File: src/rtl/rxr_pkg.sv
package rxr_pkg;
   // status word bit positions (bit 15 is the most significant)
   localparam int unsigned SB_EMPTY = 15;
   localparam int unsigned SB_WRAP  = 13;
   localparam int unsigned SB_IRQ   = 12;
   localparam int unsigned SB_LAST  = 11;
   localparam int unsigned SB_FIRST = 10;
   localparam int unsigned CLS_W    = 9;   // class/error field occupies [8:0]

   function automatic logic [15:0] close_word(input logic [15:0] old,
                                              input logic last,
                                              input logic first,
                                              input logic [CLS_W-1:0] cls);
      logic [15:0] w;
      w           = old;
      w[SB_EMPTY] = 1'b0;
      w[SB_LAST]  = last;
      w[SB_FIRST] = first;
      if (last) w[CLS_W-1:0] = cls;
      return w;
   endfunction
endpackage

File: src/rtl/rxr_desc_ram.sv
module rxr_desc_ram #(
   parameter int NUM_DESC = 8,
   parameter int ADDR_W   = 32,
   parameter int LEN_W    = 16,
   localparam int IDX_W   = $clog2(NUM_DESC)
) (
   input  logic              clk,
   input  logic              rst_n,
   input  logic              cfg_we,
   input  logic [IDX_W-1:0]  cfg_idx,
   input  logic [15:0]       cfg_status,
   input  logic [ADDR_W-1:0] cfg_ptr,
   input  logic              eng_we,
   input  logic [IDX_W-1:0]  eng_idx,
   input  logic [15:0]       eng_status,
   input  logic [LEN_W-1:0]  eng_len,
   input  logic [IDX_W-1:0]  rd_idx,
   output logic [15:0]       rd_status,
   output logic [ADDR_W-1:0] rd_ptr,
   input  logic [IDX_W-1:0]  mon_idx,
   output logic [15:0]       mon_status,
   output logic [LEN_W-1:0]  mon_len,
   output logic [ADDR_W-1:0] mon_ptr
);
   import rxr_pkg::*;

   logic [15:0]       stat_q [NUM_DESC];
   logic [LEN_W-1:0]  len_q  [NUM_DESC];
   logic [ADDR_W-1:0] ptr_q  [NUM_DESC];

   generate
      for (genvar g = 0; g < NUM_DESC; g++) begin : g_entry
         always_ff @(posedge clk or negedge rst_n) begin
            if (!rst_n) begin
               stat_q[g] <= '0;
               len_q[g]  <= '0;
               ptr_q[g]  <= '0;
            end else if (eng_we && eng_idx == IDX_W'(g)) begin
               stat_q[g] <= eng_status;   // engine write-back wins
               len_q[g]  <= eng_len;
            end else if (cfg_we && cfg_idx == IDX_W'(g)) begin
               stat_q[g] <= cfg_status;
               len_q[g]  <= '0;
               ptr_q[g]  <= cfg_ptr;
            end
         end
      end
   endgenerate

   assign rd_status  = stat_q[rd_idx];
   assign rd_ptr     = ptr_q[rd_idx];
   assign mon_status = stat_q[mon_idx];
   assign mon_len    = len_q[mon_idx];
   assign mon_ptr    = ptr_q[mon_idx];

   // a closed entry is handed back with its empty flag cleared
   a_r3_empty_cleared: assert property (@(posedge clk) disable iff (!rst_n)
      eng_we |=> !stat_q[$past(eng_idx)][SB_EMPTY]);

   // the engine's length reaches the entry even under a colliding load
   a_r9_engine_wins: assert property (@(posedge clk) disable iff (!rst_n)
      (eng_we && cfg_we && cfg_idx == eng_idx) |=> (len_q[$past(eng_idx)] == $past(eng_len)));
endmodule

File: src/rtl/rxr_fill_ctrl.sv
module rxr_fill_ctrl #(
   parameter int NUM_DESC    = 8,
   parameter int BUF_BYTES   = 4,
   parameter int ADDR_W      = 32,
   parameter int LEN_W       = 16,
   parameter bit FOLD_AT_END = 1'b1,
   localparam int IDX_W      = $clog2(NUM_DESC),
   localparam int OFF_W      = $clog2(BUF_BYTES + 1)
) (
   input  logic              clk,
   input  logic              rst_n,
   input  logic              rx_valid,
   input  logic [7:0]        rx_byte,
   input  logic              rx_eof,
   input  logic [8:0]        rx_cls,
   input  logic [15:0]       cur_status,
   input  logic [ADDR_W-1:0] cur_ptr,
   output logic              eng_we,
   output logic [IDX_W-1:0]  eng_idx,
   output logic [15:0]       eng_status,
   output logic [LEN_W-1:0]  eng_len,
   output logic              buf_we,
   output logic [ADDR_W-1:0] buf_addr,
   output logic [7:0]        buf_byte,
   output logic              busy,
   output logic              irq
);
   import rxr_pkg::*;

   logic [IDX_W-1:0] idx_q, idx_nx;
   logic [OFF_W-1:0] off_q, off_inc;
   logic             infrm_q, hasfirst_q, drop_q;
   logic             take, discard, close, first_here;

   assign take       = rx_valid && !drop_q && cur_status[SB_EMPTY];
   assign discard    = rx_valid && !take;
   assign off_inc    = off_q + 1'b1;
   assign close      = take && (rx_eof || off_inc == OFF_W'(BUF_BYTES));
   assign first_here = hasfirst_q || !infrm_q;

   assign eng_we     = close;
   assign eng_idx    = idx_q;
   assign eng_status = close_word(cur_status, rx_eof, first_here, rx_cls);
   assign eng_len    = LEN_W'(off_inc);

   generate
      if (FOLD_AT_END) begin : g_fold
         assign idx_nx = (cur_status[SB_WRAP] || idx_q == IDX_W'(NUM_DESC - 1))
                         ? '0 : idx_q + 1'b1;
      end else begin : g_flag_only
         assign idx_nx = cur_status[SB_WRAP] ? '0 : idx_q + 1'b1;
      end
   endgenerate

   always_ff @(posedge clk or negedge rst_n) begin
      if (!rst_n) begin
         idx_q      <= '0;
         off_q      <= '0;
         infrm_q    <= 1'b0;
         hasfirst_q <= 1'b0;
         drop_q     <= 1'b0;
         buf_we     <= 1'b0;
         buf_addr   <= '0;
         buf_byte   <= '0;
         busy       <= 1'b0;
         irq        <= 1'b0;
      end else begin
         buf_we   <= take;
         buf_addr <= cur_ptr + ADDR_W'(off_q);
         buf_byte <= rx_byte;
         busy     <= discard;
         irq      <= close && cur_status[SB_IRQ];
         if (take) begin
            if (close) begin
               off_q      <= '0;
               idx_q      <= idx_nx;
               hasfirst_q <= 1'b0;
               infrm_q    <= !rx_eof;
            end else begin
               off_q      <= off_inc;
               hasfirst_q <= first_here;
               infrm_q    <= 1'b1;
            end
         end else if (discard) begin
            drop_q  <= !rx_eof;
            infrm_q <= 1'b0;
         end
      end
   end

   // the ring position moves only on a close
   a_r6_pos_holds: assert property (@(posedge clk) disable iff (!rst_n)
      !close |=> (idx_q == $past(idx_q)));
   // a close on a wrap-flagged entry restarts at entry 0
   a_r6_wrap_to_zero: assert property (@(posedge clk) disable iff (!rst_n)
      (close && cur_status[SB_WRAP]) |=> (idx_q == '0));
   // a discarded byte never reaches the buffer port
   a_r8_busy_no_store: assert property (@(posedge clk) disable iff (!rst_n)
      busy |-> !buf_we);
   // while a frame is being dropped nothing is stored
   a_r8_drop_no_store: assert property (@(posedge clk) disable iff (!rst_n)
      drop_q |=> !buf_we);
   // the fill offset stays inside one buffer
   a_r3_off_bound: assert property (@(posedge clk) disable iff (!rst_n)
      off_q < OFF_W'(BUF_BYTES));
endmodule

File: src/rtl/rxring_filler.sv
module rxring_filler #(
   parameter int NUM_DESC    = 8,
   parameter int BUF_BYTES   = 4,
   parameter int ADDR_W      = 32,
   parameter bit FOLD_AT_END = 1'b1,
   localparam int IDX_W      = $clog2(NUM_DESC),
   localparam int LEN_W      = 16
) (
   input  logic              clk,
   input  logic              rst_n,
   input  logic              cfg_we,
   input  logic [IDX_W-1:0]  cfg_idx,
   input  logic [15:0]       cfg_status,
   input  logic [ADDR_W-1:0] cfg_ptr,
   input  logic [IDX_W-1:0]  mon_idx,
   output logic [15:0]       mon_status,
   output logic [LEN_W-1:0]  mon_len,
   output logic [ADDR_W-1:0] mon_ptr,
   input  logic              rx_valid,
   input  logic [7:0]        rx_byte,
   input  logic              rx_eof,
   input  logic [8:0]        rx_cls,
   output logic              buf_we,
   output logic [ADDR_W-1:0] buf_addr,
   output logic [7:0]        buf_byte,
   output logic [IDX_W-1:0]  ring_pos,
   output logic              busy,
   output logic              irq
);
   generate
      if (NUM_DESC < 2) begin : g_bad_depth
         $error("rxring_filler: NUM_DESC must be at least 2");
      end
      if (BUF_BYTES < 1 || BUF_BYTES > 65535) begin : g_bad_buf
         $error("rxring_filler: BUF_BYTES must fit the 16-bit length field");
      end
      if (ADDR_W < 8) begin : g_bad_addr
         $error("rxring_filler: ADDR_W too small");
      end
   endgenerate

   logic              eng_we;
   logic [IDX_W-1:0]  eng_idx;
   logic [15:0]       eng_status, cur_status;
   logic [LEN_W-1:0]  eng_len;
   logic [ADDR_W-1:0] cur_ptr;

   rxr_desc_ram #(.NUM_DESC(NUM_DESC), .ADDR_W(ADDR_W), .LEN_W(LEN_W)) u_ram (
      .clk(clk), .rst_n(rst_n),
      .cfg_we(cfg_we), .cfg_idx(cfg_idx), .cfg_status(cfg_status), .cfg_ptr(cfg_ptr),
      .eng_we(eng_we), .eng_idx(eng_idx), .eng_status(eng_status), .eng_len(eng_len),
      .rd_idx(eng_idx), .rd_status(cur_status), .rd_ptr(cur_ptr),
      .mon_idx(mon_idx), .mon_status(mon_status), .mon_len(mon_len), .mon_ptr(mon_ptr)
   );

   rxr_fill_ctrl #(.NUM_DESC(NUM_DESC), .BUF_BYTES(BUF_BYTES), .ADDR_W(ADDR_W),
                   .LEN_W(LEN_W), .FOLD_AT_END(FOLD_AT_END)) u_ctrl (
      .clk(clk), .rst_n(rst_n),
      .rx_valid(rx_valid), .rx_byte(rx_byte), .rx_eof(rx_eof), .rx_cls(rx_cls),
      .cur_status(cur_status), .cur_ptr(cur_ptr),
      .eng_we(eng_we), .eng_idx(eng_idx), .eng_status(eng_status), .eng_len(eng_len),
      .buf_we(buf_we), .buf_addr(buf_addr), .buf_byte(buf_byte),
      .busy(busy), .irq(irq)
   );

   assign ring_pos = eng_idx;

   // the interrupt request is a single-cycle pulse
   a_r7_irq_single: assert property (@(posedge clk) disable iff (!rst_n)
      $rose(irq) |=> (!irq || $past(eng_we)));
endmodule

File: config.mk
export PLATFORM = sky130hd
export DESIGN_NAME = rxring_filler
export DESIGN_NICKNAME = d
export VERILOG_FILES = /design/src/rtl/rxr_pkg.sv /design/src/rtl/rxr_desc_ram.sv /design/src/rtl/rxr_fill_ctrl.sv /design/src/rtl/rxring_filler.sv
export SDC_FILE = /design/constraint.sdc
export NUM_CORES = 1
export LEC_CHECK = 0
export BUFFER_PORTS_ARGS = -buffer_cell sky130_fd_sc_hd__buf_2
export CAP_MARGIN = 20
export CELL_PAD_IN_SITES_DETAIL_PLACEMENT = 2
export CELL_PAD_IN_SITES_GLOBAL_PLACEMENT = 2
export CORE_ASPECT_RATIO = 1.5
export CORE_MARGIN = 3
export CORE_UTILIZATION = 48
export CTS_CLUSTER_DIAMETER = 60
export DETAILED_ROUTE_END_ITERATION = 10
export PLACE_DENSITY = 0.93
export SYNTH_ARGS = -nofsm -noshare
export SYNTH_HDL_FRONTEND = slang
export SYNTH_HIERARCHICAL = 1
export SYNTH_SLANG_ARGS = --single-unit
File: constraint.sdc
create_clock -name clk -period 8.15 [get_ports clk]
set_input_delay 0 -clock clk [delete_from_list [all_inputs] [get_ports clk]]
set_output_delay 0 -clock clk [all_outputs]
set_load 0.01 [all_outputs]
==> results of run 1 <==
-- tightest hold or removal path: stages --
cell     delay (ns)
buf_2          0.16
nor4b_4        0.06
buf_4          0.28
mux2i_1        0.20
o21ai_1        0.07
-- final cells by class --
type,count,area (um2)
Multi-Input combinational cell,1277,14400
Timing Repair Buffer,311,2170
Sequential cell,564,14100
Clock inverter,26,282
Antenna cell,2,5.00
Tap cell,791,990
Fill cell,5370,27600
Clock buffer,77,1630
Inverter,8,30.0
-- through the flow --
stage | std cells | instance area, um2 | setup WS (ns) | hold slack [ns]
6_report | 3056 | 33600 | 3.31 | 0.211
5_1_grt | 3055 | 33600 | 3.16 | 0.227
4_1_cts | 3052 | 33600 | 3.43 | 0.173
3_5_place_dp | 2861 | 30800 | 3.57 | 0.0825
3_3_place_gp | 2861 | 30800 | 3.74 | 0.0606
2_1_floorplan | 2082 | 29800 | 4.80 | -0.296
-- flip-flops by register name (all words and copies together), names as in the netlist --
register and count:
u_ctrl/buf_byte 8, u_ctrl/eng_idx 3, u_ctrl/buf_we 1, u_ram/stat_q 128
u_ctrl/off_q 3, u_ctrl/buf_addr 32, u_ctrl/busy 1, u_ram/len_q 128
u_ctrl/infrm_q 1, u_ctrl/irq 1, u_ctrl/drop_q 1, u_ctrl/hasfirst_q 1
u_ram/ptr_q 256
-- cells in the final DEF (no fill, tap or decap), types with 19 or more instances in the layout --
cell type,count
a22o_1,128
buf_2,181
buf_4,36
clkbuf_16,57
dfrtp_1,561
dlygate4sd3_1,88
mux2_1,166
mux2_2,122
mux2_4,90
mux2i_1,128
mux4_2,220
nand2_1,145
o21ai_1,129
xor2_1,19
-- power groups by stage --
stage / combinational, uW / sequential, uW / clock (uW)
2_1_floorplan: 2450 / 3890 / 0
3_3_place_gp: 3090 / 4040 / 0
3_5_place_dp: 3370 / 4200 / 0
4_1_cts: 3570 / 4200 / 2820
5_1_grt: 3810 / 4300 / 2940
6_report: 3630 / 4240 / 2790
-- repair_timing --
item                                   CTS  global route
buffers inserted                         0             0
endpoints found under the hold margin  485             0
hold buffers                            88             0
-- final timing paths --
path / startpoint / end / cells past startpoint
max in group asynchronous: rst_n / u_ctrl/buf_addr[9]$_DFF_PN0_ / 6
max: u_ctrl/eng_idx[1]$_DFFE_PN0P_ / u_ctrl/buf_addr[7]$_DFF_PN0_ / 8
min reg2reg: u_ram/len_q[69]$_DFFE_PN0P_ / u_ram/len_q[69]$_DFFE_PN0P_ / 1
max reg2reg: u_ctrl/eng_idx[1]$_DFFE_PN0P_ / u_ctrl/buf_addr[7]$_DFF_PN0_ / 8
min: cfg_idx[1] / u_ram/stat_q[112]$_DFFE_PN0P_ / 5
min in group asynchronous: rst_n / u_ram/ptr_q[220]$_DFFE_PN0P_ / 3
-- per-layer routing --
layer	up-vias	wire, um	track usage (%)
met1	11300	39500	38.1
met5	-	27	0
li1	8051	-	-
met2	923	60300	60.8
met4	4	5890	16.8
met3	326	5460	5.16
==> metrics.md, run 1 <==
| Metric | Value |
|---|---|
| Max frequency | 0.207 GHz |
| Pin count of the biggest net entering global routing | 168 |
| Syn Inst Count | 2069 |
| Routed WL per cell | 36.4 um |
| Die Wd | 209 um |
| Fin nets | 2302 |
| Final period util | 59.3% |
| Lkg Pwr | 0.0145 uW |
| P_sw | 3830 uW |
| DRC | 0 |
| Max Buffers Root-to-Sink | 3 |
| Critical Path AT | 5.31 ns |
| Max_cap viols | 0 |
| Clock network power share | 26.2% |
| Worst vdd ir | 246 uV |
| Clock Latency Late Sink | 0.65 ns |
| Unrepaired setup endpoints after global routing | false |
| Die Y | 311 um |
| Worst hold-check path type | input pin to flip-flop |
| Critical path peak fanout | 65 |
| Mapped Area | 0.0297 mm2 |
| H-Tree Depth | 2 |
| CP Data Required Time | 8.62 ns |
| Setup TNS | 0 ns |
| IO Count | 186 |
| Gate power share | 34.0% |
| Clock-pin slew on the worst setup and hold paths | 0.07 ns |
| IO buf count | 185 |
| GRT Util Overall | 33.5% |
| R2r setup slk | 3.31 ns |
| # setup viols final | 0 |
| DR pass1 iterations | 7 |
| Clock skew | 0.0436 ns |
| Crit path time final | 4.84 ns |
| CTS Buf Count | 56 |
| FP Rows | 111 |
| Starting Density | 48.5% |
| Flop pwr share | 39.8% |
| CTS tree | yes |
| Layout cells sized above 1 | 34.9% |
| Crit path buffers/inverters | 1 |
| P per Cell Area | 317 mW/mm2 |
| Slew @ Worst Pin | 1.16 ns |
| CP max stage cell | buf_4 |
| Final WL | 111 mm |
| Root Buffer | clkbuf_16 |
| Final RePlAce weighted congestion | 0.766 |
| Worst setup path class | flip-flop to flip-flop |
| Worst slew margin relative to its limit | 22.4% |
| Avg Vias per Cell | 6.74 |
| Final core occ | 54.9% |
| ANT nets after route | 0 |
| Clock sinks | 564 |
| First-pass GRT wire length | 165 mm |
| Critical path's largest stage delay | 0.94 ns |
| Pwr Total | 10700 uW |
| Switching part of the total | 35.9% |
| Synthesis Warnings | 6 |
| Outcome | complete, no violations |
| First DRT Iteration DRCs | 1531 |
| CTS resizes | 0 |
| DP HPWL | 62.9 mm |
| Startpoint Class | flip-flop |
| Internal power | 6830 uW |
| Vias in the first global route | 24000 |
| DR vias | 20600 |
| Cell family with most CP delay | buffers and inverters |
| Crit path capture type | flip-flop |
| Die ar. | 0.0650 mm2 |
| Final Max Slew Viols | 0 |
| Initial antenna violation count | 5 |
| Grt total ovfl | 0 |
| Worst-path cell chain | buf_4 > mux4_2 > mux2_2 > ha_1 > and3_1 > o21ai_1 > nor2_1 > xor2_1 |
| Area delta synth->final | 13.2% |
| Avg Inst Size Synth | 14.4 um2 |
| Final hold violation count | 0 |
| CORE AREA | 0.0612 mm2 |
Power figures use the tool's default switching activity.
==> run 2, diff against run 1 <==
--- a/config.mk
+++ b/config.mk
@@ -11,10 +11,10 @@
 export CELL_PAD_IN_SITES_GLOBAL_PLACEMENT = 2
 export CORE_ASPECT_RATIO = 1.5
 export CORE_MARGIN = 3
-export CORE_UTILIZATION = 48
+export CORE_UTILIZATION = 45
 export CTS_CLUSTER_DIAMETER = 60
 export DETAILED_ROUTE_END_ITERATION = 10
-export PLACE_DENSITY = 0.93
+export PLACE_DENSITY = 0.88
 export SYNTH_ARGS = -nofsm -noshare
 export SYNTH_HDL_FRONTEND = slang
 export SYNTH_HIERARCHICAL = 1
==> constraint.sdc (replaced) <==
create_clock -name clk -period 4.53 [get_ports clk]
set_input_delay 0 -clock clk [delete_from_list [all_inputs] [get_ports clk]]
set_output_delay 0 -clock clk [all_outputs]
set_load 0.01 [all_outputs]
==> run 2 against run 1 <==
  * Clock power increased by 84%
  * Setup slack worse by 2.9 ns
  * Register-to-register slack got worse by 2.9 ns
  * Clock skew decreased by 0.010 ns
  * Critical path type unchanged
  * Critical endpoint is now u_ram/stat_q[32]$_DFFE_PN0P_
  * Largest cell class unchanged
==> metrics.md, run 2 (synthesis gave the netlist of run 1 again) <==
| Metric | Value |
|---|---|
| Outcome | complete, no violations |
| Lkg Pwr | 0.0147 uW |
| FP Rows | 114 |
| Critical path's largest stage delay | 0.66 ns |
| Commonest non-fill, non-tap cell in the layout | dfrtp_1 |
| Internal power | 12500 uW |
| DR vias | 20300 |
| Post-CTS Setup Inserts | 0 |
| IO Count | 186 |
| Grt total ovfl | 0 |
| Max reg flops | 256 |
| Startpoint Class | flip-flop |
| Final Max Slew Viols | 0 |
| WL met2 | 56.3 mm |
| Max_cap viols | 0 |
| Die ar. | 0.0692 mm2 |
| Critical path peak fanout | 20 |
| P_sw | 6510 uW |
| Max Buffers Root-to-Sink | 3 |
| Clock Latency Late Sink | 0.64 ns |
| Final period util | 90.5% |
| Worst hold-check path type | input pin to flip-flop |
| H-Tree Depth | 2 |
| CTS Buf Count | 59 |
| # setup viols final | 0 |
| CTS tree | yes |
| Worst-path cell chain | mux4_2 > mux2_2 > nand3b_1 > nor2_2 > and4b_2 > buf_4 > buf_4 > o21ai_1 > dlygate4sd3_1 |
| IO buf count | 185 |
| Crit path time final | 4.10 ns |
| Slew @ Worst Pin | 1.13 ns |
| CTS resizes | 0 |
| Top sig layer | met5 |
| Worst vdd ir | 340 uV |
| Setup ws final | 0.428 ns |
| Final RePlAce weighted congestion | 0.775 |
| Critical Path AT | 4.63 ns |
| Vias in the first global route | 24000 |
| Die Wd | 216 um |
| Max frequency | 0.244 GHz |
| Worst setup path class | flip-flop to flip-flop |
| Routed WL per cell | 32.9 um |
| Crit path buffers/inverters | 3 |
| Crit path capture type | flip-flop |
| CORE AREA | 0.0649 mm2 |
| First DRT Iteration DRCs | 1372 |
| Worst slew margin relative to its limit | 24.8% |
| Metal3 WL | 4.73 mm |
| Pre-CTS setup slack | 0.811 ns |
| Initial antenna violation count | 2 |
| First-pass GRT wire length | 159 mm |
| Avg Vias per Cell | 6.42 |
| CP Data Required Time | 5.06 ns |
| Flop pwr share | 39.2% |
| Area delta synth->final | 14.7% |
| Most frequent cells in the layout | dfrtp_1 (561), mux4_2 (220), buf_2 (181), mux2_1 (166), nand2_1 (145) |
| Clock skew | 0.0336 ns |
| Unrepaired setup endpoints after global routing | false |
| CP max stage cell | and4b_2 |
| Setup TNS | 0 ns |
| Layout cells sized above 1 | 35.3% |
| Die Y | 321 um |
| Metal1 wirelength | 38.7 mm |
| ANT nets after route | 0 |
| Fin nets | 2330 |
| Clock sinks | 564 |
| DRC | 0 |
| GRT Util Overall | 30.3% |
| P per Cell Area | 556 mW/mm2 |
| Clock-pin slew on the worst setup and hold paths | 0.07 ns |
| Top flop regs | u_ram/ptr_q x256, u_ram/len_q x128, u_ram/stat_q x128 |
| DR pass1 iterations | 5 |
| Root Buffer | clkbuf_16 |
| Clock network power share | 27.1% |
| Pin count of the biggest net entering global routing | 133 |
| DP HPWL | 61.5 mm |
| Starting Density | 45.8% |
| Switching part of the total | 34.3% |
| Cell family with most CP delay | simple AND/OR/NAND/NOR gates |
| Most frequent CP cell | buf_4 |
| Final WL | 104 mm |
| Reg with most FFs | u_ram/ptr_q |
| Gate power share | 33.7% |
| Final hold violation count | 0 |
run 2: final cells by class:
class,count,area (um2)
Fill cell,5817,30800
Multi-Input combinational cell,1277,14400
Sequential cell,564,14100
Timing Repair Buffer,336,2450
Clock buffer,91,1810
Tap cell,870,1090
Clock inverter,18,215
Inverter,8,30.0
Antenna cell,1,2.50
run 2: power by group through the flow:
stage | registers (uW) | clock network [uW] | logic (uW)
global route | 7540 | 5450 | 6790
floorplan | 7000 | 0 | 4400
CTS | 7370 | 5240 | 6390
global placement | 7150 | 0 | 5720
finish | 7430 | 5140 | 6400
detailed placement | 7400 | 0 | 6130
run 2: repair_timing:
| action | in CTS | in global routing |
|---|---|---|
| endpoints found under the setup margin | 0 | 0 |
| hold endpoints to repair | 543 | 0 |
| hold buffers | 88 | 0 |
run 2: worst paths after layout:
check | slack [ns] | start | end | cells past startpoint
setup reg to reg | 0.43 | u_ctrl/eng_idx[0]$_DFFE_PN0P_ | u_ram/stat_q[32]$_DFFE_PN0P_ | 9
max in group asynchronous | 2.75 | rst_n | u_ram/stat_q[21]$_DFFE_PN0P_ | 4
hold reg to reg | 0.50 | u_ram/len_q[69]$_DFFE_PN0P_ | u_ram/len_q[69]$_DFFE_PN0P_ | 1
min in group asynchronous | 0.53 | rst_n | u_ram/ptr_q[181]$_DFFE_PN0P_ | 3
hold / removal | 0.20 | cfg_idx[2] | u_ram/stat_q[119]$_DFFE_PN0P_ | 5
setup / recovery | 0.43 | u_ctrl/eng_idx[0]$_DFFE_PN0P_ | u_ram/stat_q[32]$_DFFE_PN0P_ | 9
run 2: routing by layer:
layer / GRT usage (%) / vias up
met5: 0 / -
met4: 12.9 / 2
met3: 4.46 / 271
met2: 55.6 / 767
met1: 35.2 / 11200
li1: - / 8111
run 2: through the flow:
step	cell area [um2]	power, uW	std cells	utilization [%]	hold slack [ns]
floorplan	29800	11400	2082	-	-0.296
global placement	31200	12900	2967	48.0	0.0456
detailed placement	31200	13500	2967	48.0	0.0602
CTS	34100	19000	3164	52.5	0.161
global route	34100	19800	3164	52.5	0.197
finish	34100	19000	3165	52.5	0.196
run 2: tightest hold or removal path: cells and delay by family:
family | cells | cell delay, ns
and+or+nand+nor | 1 | 0.06
buffers and inverters | 2 | 0.44
muxes | 1 | 0.18
AOI/OAI and AO/OA | 1 | 0.11
==> run 3, diff against run 2 <==
--- a/config.mk
+++ b/config.mk
@@ -11,10 +11,11 @@
 export CELL_PAD_IN_SITES_GLOBAL_PLACEMENT = 2
 export CORE_ASPECT_RATIO = 1.5
 export CORE_MARGIN = 3
-export CORE_UTILIZATION = 45
+export CORE_UTILIZATION = 25
 export CTS_CLUSTER_DIAMETER = 60
 export DETAILED_ROUTE_END_ITERATION = 10
-export PLACE_DENSITY = 0.88
+export GPL_ROUTABILITY_DRIVEN = 0
+export PLACE_DENSITY = 0.57
 export SYNTH_ARGS = -nofsm -noshare
 export SYNTH_HDL_FRONTEND = slang
 export SYNTH_HIERARCHICAL = 1
==> constraint.sdc (replaced) <==
create_clock -name clk -period 4.3 [get_ports clk]
set_input_delay 0 -clock clk [delete_from_list [all_inputs] [get_ports clk]]
set_output_delay 0 -clock clk [all_outputs]
set_load 0.01 [all_outputs]
==> run 3 against run 2 <==
  * The flow now finishes with violations (hold timing)
  * Setup slack got worse by 0.12 ns
  * Count of clock-buffer cells in the layout rose by 7
  * Maximum frequency rose by 2.7%
  * Cell area rose by 4.1%
  * Die area rose by 78%
  * Register-to-register slack got worse by 0.12 ns
  * Largest power group unchanged
  * Highest routed layer unchanged
==> metrics.md, run 3 (synthesis gave the netlist of run 1 again) <==
| Metric | Value |
|---|---|
| Layout cells sized above 1 | 36.2% |
| Lkg Pwr | 0.0150 uW |
| Starting Density | 25.2% |
| IO Count | 186 |
| Max frequency | 0.250 GHz |
| GRT Util Overall | 16.7% |
| DP Area | 0.0321 mm2 |
| Hold slack | -0.00705 ns |
| Final Max Slew Viols | 0 |
| First DRT Iteration DRCs | 805 |
| DRC | 0 |
| Clock network power share | 31.5% |
| CTS resizes | 0 |
| ANT nets after route | 0 |
| IO buf count | 185 |
| Top flop regs | u_ram/ptr_q x256, u_ram/len_q x128, u_ram/stat_q x128 |
| Max reg flops | 256 |
| Internal power | 13900 uW |
| DR vias | 19300 |
| Outcome | finished, violations left |
| Root Buffer | clkbuf_16 |
| DP HPWL | 62.4 mm |
| Crit path time final | 3.99 ns |
| Grt total ovfl | 0 |
| Flop pwr share | 37.2% |
| Final instance area | 0.0355 mm2 |
| DR pass1 iterations | 5 |
| Worst slew margin relative to its limit | 26.3% |
| Worst hold-check path type | input pin to async pin |
| Max Buffers Root-to-Sink | 3 |
| Non-Filler Instances | 3877 |
| Fillers | 12200 |
| Vias in the first global route | 23000 |
| Clock skew | 0.0205 ns |
| Area delta synth->final | 19.4% |
| P_sw | 6690 uW |
| Gate power share | 31.4% |
| Avg Vias per Cell | 4.98 |
| # setup viols final | 0 |
| Switching part of the total | 32.4% |
| Fin nets | 2345 |
| Commonest non-fill, non-tap cell in the layout | dfrtp_1 |
| Final hold violation count | 1 |
| CORE AREA | 0.118 mm2 |
| Initial antenna violation count | 8 |
| Setup TNS | 0 ns |
| Startpoint Class | flip-flop |
| Area of the multi-input gates | 0.0144 mm2 |
| Most frequent cells in the layout | dfrtp_1 (561), mux4_2 (220), buf_2 (181), mux2_1 (166), nand2_1 (145) |
| Final WL | 102 mm |
| Final period util | 92.9% |
| Routed WL per cell | 26.4 um |
| Clock-pin slew on the worst setup and hold paths | 0.06 ns |
| Die ar. | 0.123 mm2 |
| Failing checks | hold timing |
| R2R cell count | 8 |
| Worst setup path class | flip-flop to flip-flop |
| CTS tree | yes |
| CTS Buf Count | 74 |
| FP Rows | 154 |
| Crit path capture type | flip-flop |
| Worst r2r src | u_ctrl/eng_idx[0]$_DFFE_PN0P_ |
| Critical Path AT | 4.51 ns |
| Critical path peak fanout | 48 |
| Reg area | 0.0141 mm2 |
| Slew @ Worst Pin | 1.10 ns |
| Placed cells | 3659 |
| P per Cell Area | 581 mW/mm2 |
| Unrepaired setup endpoints after global routing | false |
| CP Data Required Time | 4.82 ns |
| Worst vdd ir | 296 uV |
| Max_cap viols | 0 |
| First-pass GRT wire length | 154 mm |
| Reg2reg end | u_ram/stat_q[101]$_DFFE_PN0P_ |
| Die Wd | 287 um |
| H-Tree Depth | 3 |
| Reg with most FFs | u_ram/ptr_q |
| Pin count of the biggest net entering global routing | 126 |
| Clock sinks | 564 |
| Die Y | 428 um |
| Clock Latency Late Sink | 0.63 ns |
| R2r setup slk | 0.31 ns |
-- run 3: changes by cell type in the layout (fill, tap and decap cells not counted), sizes merged --
cell / before / now
bufinv: 4 / 7
clkinv: 11 / 13
clkinvlp: 1 / 4
clkbuf: 93 / 98
inv: 10 / 17
buf: 246 / 250
dlygate4sd3: 88 / 86
-- run 3: how the worst max path moves through the flow --
stage	from	end	slack, ns	cells after the start
floorplan	u_ctrl/eng_idx[0]$_DFFE_PN0P_	u_ram/ptr_q[10]$_DFFE_PN0P_	0.95	11
global placement	u_ctrl/eng_idx[0]$_DFFE_PN0P_	u_ram/len_q[77]$_DFFE_PN0P_	0.67	9
detailed placement	u_ctrl/eng_idx[1]$_DFFE_PN0P_	u_ctrl/buf_addr[19]$_DFF_PN0_	0.54	8
CTS	u_ctrl/eng_idx[0]$_DFFE_PN0P_	u_ram/stat_q[101]$_DFFE_PN0P_	0.33	8
global route	u_ctrl/eng_idx[0]$_DFFE_PN0P_	u_ram/stat_q[101]$_DFFE_PN0P_	0.08	8
finish	u_ctrl/eng_idx[0]$_DFFE_PN0P_	u_ram/stat_q[101]$_DFFE_PN0P_	0.31	8
-- run 3: worst max-delay path: stages, from the launching register on --
cell and delay (ns):
dfrtp_4 0.68, mux4_2 0.42, mux2_2 0.16, nand3b_1 0.23, nor2_2 0.52, and4bb_2 0.39
buf_4 0.69, o21ai_1 0.17, dlygate4sd3_1 0.60
-- run 3: timing repair --
item                                    in CTS  in global routing
endpoints found under the setup margin       0                  0
setup buffers                                0                  0
hold endpoints to repair                   490                  0
hold buffers                                86                  0
-- run 3: through the flow --
stage / worst slack (ns) / util (%) / hold WS, ns / total power [uW]
final: 0.306 / 30.1 / -0.00705 / 20600
after global routing: 0.0823 / 30.1 / 0.0583 / 21800
after CTS: 0.326 / 30.1 / 0.0391 / 21000
after detailed placement: 0.545 / 27.2 / 0.110 / 14200
after global placement: 0.668 / 27.2 / 0.109 / 13900
after floorplan: 0.949 / - / -0.296 / 12000
-- run 3: per-layer routing --
metal	part of all wire [%]	track usage (%)	wire, um	vias up
met4	3.6	6.50	3640	2
met5	0.016	0	16	-
met3	3.5	2.25	3610	170
li1	-	-	-	8118
met1	40	19.4	40700	10600
met2	53	30.6	54300	393
-- run 3: power by group through the flow --
stage / Combinational [uW] / Clock [uW] / Sequential [uW]
3_3_place_gp: 6270 / 0 / 7590
2_1_floorplan: 4640 / 0 / 7370
3_5_place_dp: 6480 / 0 / 7750
4_1_cts: 6620 / 6740 / 7670
5_1_grt: 7020 / 6920 / 7850
6_report: 6470 / 6490 / 7670
-- run 3: final cells by class --
cell class,instances,area share (%)
Antenna cell,1,0.00705
Multi-Input combinational cell,1277,40.5
Clock inverter,33,1.16
Timing Repair Buffer,336,6.92
Tap cell,1560,5.50
Sequential cell,564,39.8
Clock buffer,98,6.02
Inverter,8,0.0846
